==> src/rtl/mbx_pkg.sv <==
package mbx_pkg;
    typedef struct packed {
        logic int_n;
    } flag_st_t;

    typedef struct packed {
        logic set;
        logic clr;
    } flag_req_t;
endpackage

==> src/rtl/mbx_port_decode.sv <==
module mbx_port_decode #(
    parameter int ADDR_W = 13,
    parameter logic [ADDR_W-1:0] OWN_BOX  = '1,
    parameter logic [ADDR_W-1:0] PEER_BOX = '1
) (
    input  logic              cs_n,
    input  logic              we_n,
    input  logic              oe_n,
    input  logic [ADDR_W-1:0] addr,
    input  logic              busy_n,
    input  logic              en,
    output logic              set_peer,
    output logic              clr_own
);
    logic wr_ok;
    logic rd_ok;

    always_comb begin
        wr_ok    = !cs_n && !we_n && busy_n;
        rd_ok    = !cs_n && we_n && !oe_n && busy_n;
        set_peer = en && wr_ok && (addr == PEER_BOX);
        clr_own  = en && rd_ok && (addr == OWN_BOX);
    end
endmodule

==> src/rtl/mbx_flag.sv <==
module mbx_flag
    import mbx_pkg::*;
(
    input  logic      clk,
    input  logic      rst_n,
    input  logic      en,
    input  flag_req_t req,
    output logic      int_n
);
    flag_st_t st_d;
    flag_st_t st_q;

    always_comb begin
        st_d = st_q;
        if (!en) begin
            st_d.int_n = 1'b1;
        end else if (req.set) begin
            st_d.int_n = 1'b0;
        end else if (req.clr) begin
            st_d.int_n = 1'b1;
        end
    end

    always_ff @(posedge clk) begin
        if (!rst_n) begin
            st_q <= '{int_n: 1'b1};
        end else begin
            st_q <= st_d;
        end
    end

    assign int_n = st_q.int_n;
endmodule

==> src/rtl/mbx_int_pair.sv <==
module mbx_int_pair
    import mbx_pkg::*;
#(
    parameter int ADDR_W     = 13,
    parameter bit MAILBOX_ON = 1'b1
) (
    input  logic              clk,
    input  logic              rst_n,
    input  logic              mbx_en,
    input  logic              l_cs_n,
    input  logic              l_we_n,
    input  logic              l_oe_n,
    input  logic [ADDR_W-1:0] l_addr,
    input  logic              l_busy_n,
    input  logic              r_cs_n,
    input  logic              r_we_n,
    input  logic              r_oe_n,
    input  logic [ADDR_W-1:0] r_addr,
    input  logic              r_busy_n,
    output logic              int_l_n,
    output logic              int_r_n
);
    localparam logic [ADDR_W-1:0] R_BOX = {ADDR_W{1'b1}};
    localparam logic [ADDR_W-1:0] L_BOX = {{(ADDR_W-1){1'b1}}, 1'b0};
    localparam int NSIDE = 2;

    logic             en;
    logic [NSIDE-1:0] set_from;
    logic [NSIDE-1:0] clr_from;
    flag_req_t        req [NSIDE];
    logic [NSIDE-1:0] flag_n;

    assign en = MAILBOX_ON && mbx_en;

    mbx_port_decode #(.ADDR_W(ADDR_W), .OWN_BOX(L_BOX), .PEER_BOX(R_BOX)) u_dec_l (
        .cs_n(l_cs_n), .we_n(l_we_n), .oe_n(l_oe_n), .addr(l_addr),
        .busy_n(l_busy_n), .en(en), .set_peer(set_from[0]), .clr_own(clr_from[0])
    );

    mbx_port_decode #(.ADDR_W(ADDR_W), .OWN_BOX(R_BOX), .PEER_BOX(L_BOX)) u_dec_r (
        .cs_n(r_cs_n), .we_n(r_we_n), .oe_n(r_oe_n), .addr(r_addr),
        .busy_n(r_busy_n), .en(en), .set_peer(set_from[1]), .clr_own(clr_from[1])
    );

    // flag i is set by the other side's write and cleared by its own side's read
    for (genvar i = 0; i < NSIDE; i++) begin : g_flag
        always_comb begin
            req[i].set = set_from[NSIDE-1-i];
            req[i].clr = clr_from[i];
        end

        mbx_flag u_flag (
            .clk(clk), .rst_n(rst_n), .en(en), .req(req[i]), .int_n(flag_n[i])
        );
    end

    assign int_l_n = flag_n[0];
    assign int_r_n = flag_n[1];
endmodule

==> config.mk <==
export PLATFORM = sky130hd
export DESIGN_NAME = mbx_int_pair
export DESIGN_NICKNAME = d
export VERILOG_FILES = /design/src/rtl/mbx_pkg.sv /design/src/rtl/mbx_port_decode.sv /design/src/rtl/mbx_flag.sv /design/src/rtl/mbx_int_pair.sv
export SDC_FILE = /design/constraint.sdc
export NUM_CORES = 1
export LEC_CHECK = 0
export BUFFER_PORTS_ARGS = -buffer_cell sky130_fd_sc_hd__buf_2
export CELL_PAD_IN_SITES_DETAIL_PLACEMENT = 1
export CELL_PAD_IN_SITES_GLOBAL_PLACEMENT = 1
export CORE_MARGIN = 2
export CORE_UTILIZATION = 12
export CTS_CLUSTER_SIZE = 8
export DETAILED_ROUTE_END_ITERATION = 8
export PLACE_DENSITY = 0.83
export SYNTH_ARGS = -nofsm -noshare
export SYNTH_HDL_FRONTEND = slang
export SYNTH_SLANG_ARGS = --single-unit
==> constraint.sdc <==
create_clock -name clk -period 1.3 [get_ports clk]
set_input_delay 0.065 -clock clk [delete_from_list [all_inputs] [get_ports clk]]
set_output_delay 0.065 -clock clk [all_outputs]
set_load 0.02 [all_outputs]
==> results.sh <==
export IMPL_outcome="finished, final reports clean"
export IMPL_maximum_count_of_clock_buffers_along_a_single_path=2
export IMPL_final_min_clock_period_ns=0.880
export IMPL_die_width_um=42.1
export IMPL_worstSetupStartpointType="input pin"
export IMPL_first_global_vias=366
export IMPL_synth_largest_area_cell="sky130_fd_sc_hd__dfxtp_1"
export IMPL_setup_worst_path_class="in -> reg"
export IMPL_coreArea_um2=1330
export IMPL_total_number_of_vias=353
export IMPL_cts_repair_timing_setup_buffer_count=0
export IMPL_r2r_end="g_flag[1].u_flag.int_n"
export IMPL_clock_root_buffer="sky130_fd_sc_hd__clkbuf_4"
export IMPL_max_freq_ghz=1.14
export IMPL_grt_start_max_net_pins=3
export IMPL_hold_wc_startpoint="rst_n"
export IMPL_place_hpwl_um=858
export IMPL_worst_path_fanout_max=2
export IMPL_post_synth_instance_area_um2=174
export IMPL_power_report_internal_total_mw=0.206
export IMPL_gpl_final_weighted_congestion=0.688
export IMPL_drtAntennaViolNets=0
export IMPL_final_hold_viol_count=0
export IMPL_initial_utilization_pct=13.0
export IMPL_drv_slew=0
export IMPL_vias_per_cell=4.58
export IMPL_dp_worst_setup_slack_ns=0.165
export IMPL_max_slew_margin_rel_pct=80.4
export IMPL_worst_slew_pin_slew_ns=0.291
export IMPL_fillers=186
export IMPL_synth_seq_area_share_pct=23.0
export IMPL_timing_setup_tns_ns=0
export IMPL_worst_r2r_cell_count=2
export IMPL_route_final_wire_length_um=935
export IMPL_clock_skew_ns=0
export IMPL_r2r_setup_slack_ns=0.61
export IMPL_cts_sinks=2
export IMPL_routed_wire_length_per_instance_um=12.1
export IMPL_max_cap_violations=0
export IMPL_yosys_cell_count_top_type="sky130_fd_sc_hd__nand4_1"
export IMPL_p_per_cell_area_nw_per_um2=659
export IMPL_tritoncts_num_buffers=3
export IMPL_clock_latency_reported_for_the_late_side_of_the_worst_skew_pair_ns=0.23
export IMPL_yosys_top_cells_count="sky130_fd_sc_hd__nand4_1, sky130_fd_sc_hd__nand2_1"
export IMPL_drc=0
export IMPL_grt_setup_unrepaired="no"
export IMPL_synth_edf_count=0
export IMPL_cts_hold_buf=0
export IMPL_seqPwrFrac_pct=23.1
export IMPL_synth_area_per_cell_um2=8.28
export IMPL_layout_nets=101
export IMPL_drive_gt1_share_pct=71.0
export IMPL_leakagePower_nw=0.206
export IMPL_initialDrtViolationCount=0
export IMPL_critical_path_reg2reg_startpoint="g_flag[1].u_flag.int_n"
export IMPL_total_switching_power_mw=0.0609
export IMPL_yosys_register_bits=2
export IMPL_grt_overflow_total=0
export IMPL_postSynthCellCount=21
export IMPL_std_cell_rows=13
export IMPL_fin_crit_sh_pct=67.7
export IMPL_cts_tree="yes"
export IMPL_max_vdd_ir_drop_v=0.000166
export IMPL_die_height_um=42.1
export IMPL_global_route_wire_length_before_repair_mm=1.39
export IMPL_worst_hold_endpoint="g_flag[0].u_flag.int_n"
export IMPL_antenna_found_initial=0
export IMPL_design_portCount=39
export IMPL_worstPathArrival_ns=0.98
export IMPL_synth_distinct_cells=11
export IMPL_synth_nets=58
export IMPL_worst_ep_required_time_ns=1.40
export IMPL_port_buffers=38
export IMPL_comb_power_share_pct=24.3
export IMPL_h_tree_level_count=1
export IMPL_largest_register_ff_count=2
export IMPL_final_critical_path_setup_slack_ns=0.420
export IMPL_clockPowerShare_pct=52.5
export IMPL_postCtsResizedCells=0
export IMPL_crit_path_end_kind="flop"
export IMPL_p_sw_share_pct=22.8
export IMPL_postSynth_topFlopCell="sky130_fd_sc_hd__dfxtp_1"
export IMPL_min_delay_path_class="in -> reg"
export IMPL_yosys_area_top_type_share_pct=23.0
export IMPL_antenna_diode_count=0
export IMPL_layout_area_overhead_vs_synth_pct=133
export IMPL_path_clk_slew_ns=0.03
export IMPL_hold_path_depth=2
export IMPL_synth_warnings=0
export IMPL_synthTopCellsByArea="sky130_fd_sc_hd__dfxtp_1, sky130_fd_sc_hd__nand4_1, sky130_fd_sc_hd__nor4_2"
export IMPL_design_die_area_um2=1770
export IMPL_setup_viol_count_final=0
export IMPL_drt_pass1_iter_count=1
export IMPL_ys_async_sr_fraction_pct=0
export IMPL_grt_use_total_pct=11.0
## worst max-delay path, cell delays in order
cell	delay, ns
sky130_fd_sc_hd__buf_2	0.09
sky130_fd_sc_hd__nand4b_1	0.17
sky130_fd_sc_hd__nor4_2	0.34
sky130_fd_sc_hd__nor3b_2	0.22
sky130_fd_sc_hd__o211ai_1	0.09
## layout by cell type, fill, tap and decap left out
master                     Yosys  final
sky130_fd_sc_hd__clkbuf_4      0      3
sky130_fd_sc_hd__nand2_1       3      3
sky130_fd_sc_hd__nor4_2        2      2
sky130_fd_sc_hd__o211ai_1      2      2
sky130_fd_sc_hd__and3b_1       1      1
sky130_fd_sc_hd__a21oi_1       1      1
sky130_fd_sc_hd__buf_2         0     38
sky130_fd_sc_hd__nand4_1       4      4
sky130_fd_sc_hd__nand4b_1      2      2
sky130_fd_sc_hd__a31oi_1       1      1
sky130_fd_sc_hd__nor2_1        2      2
sky130_fd_sc_hd__nor3b_2       1      1
sky130_fd_sc_hd__dfxtp_1       2      2
## routing by layer
metal	part of all wire [%]	GRT usage, %
met2	53	20.6
met5	0	0
met3	19	10.3
met1	27	7.40
met4	0	3.75
## area by class of cell
| cell class | count | area, um2 | area share (%) |
|---|---|---|---|
| Clock buffer | 3 | 22.5 | 5.56 |
| Tap cell | 15 | 18.8 | 4.63 |
| Timing Repair Buffer | 38 | 190 | 46.9 |
| Sequential cell | 2 | 40.0 | 9.88 |
| Multi-Input combinational cell | 19 | 134 | 33.0 |
## cell families after synthesis
logic type      Yosys count  share of synthesized area [%]
flops                     2                           23.0
simple gates             15                           61.9
compound gates            4                           15.1
## metrics by stage
step	cell area [um2]	cells	utilization (%)	hold WS, ns	power [mW]
final	405	77	30.4	0.0455	0.267
after floorplan	174	21	-	0.154	0.0717
after global routing	405	77	30.4	0.0524	0.289
after global placement	383	74	28.7	0.272	0.126
after detailed placement	383	74	28.7	0.279	0.129
after CTS	405	77	30.4	0.0351	0.281
## power by group through the flow
stage	clock network, mW	logic, mW	registers (mW)
finish	0.140	0.0650	0.0618
floorplan	0	0.00904	0.0626
detailed placement	0	0.0662	0.0626
global route	0.155	0.0730	0.0618
global placement	0	0.0630	0.0626
CTS	0.153	0.0665	0.0618
## how the worst max path moves through the flow
stage	start	endpoint	slack (ns)	cells after the start
floorplan	r_cs_n	g_flag[0].u_flag.int_n	0.42	4
global placement	r_cs_n	g_flag[0].u_flag.int_n	0.28	5
detailed placement	r_cs_n	g_flag[0].u_flag.int_n	0.17	5
CTS	r_cs_n	g_flag[0].u_flag.int_n	0.39	5
global route	r_cs_n	g_flag[0].u_flag.int_n	0.34	5
finish	r_cs_n	g_flag[0].u_flag.int_n	0.42	5
(Power assumes the default switching activity.)
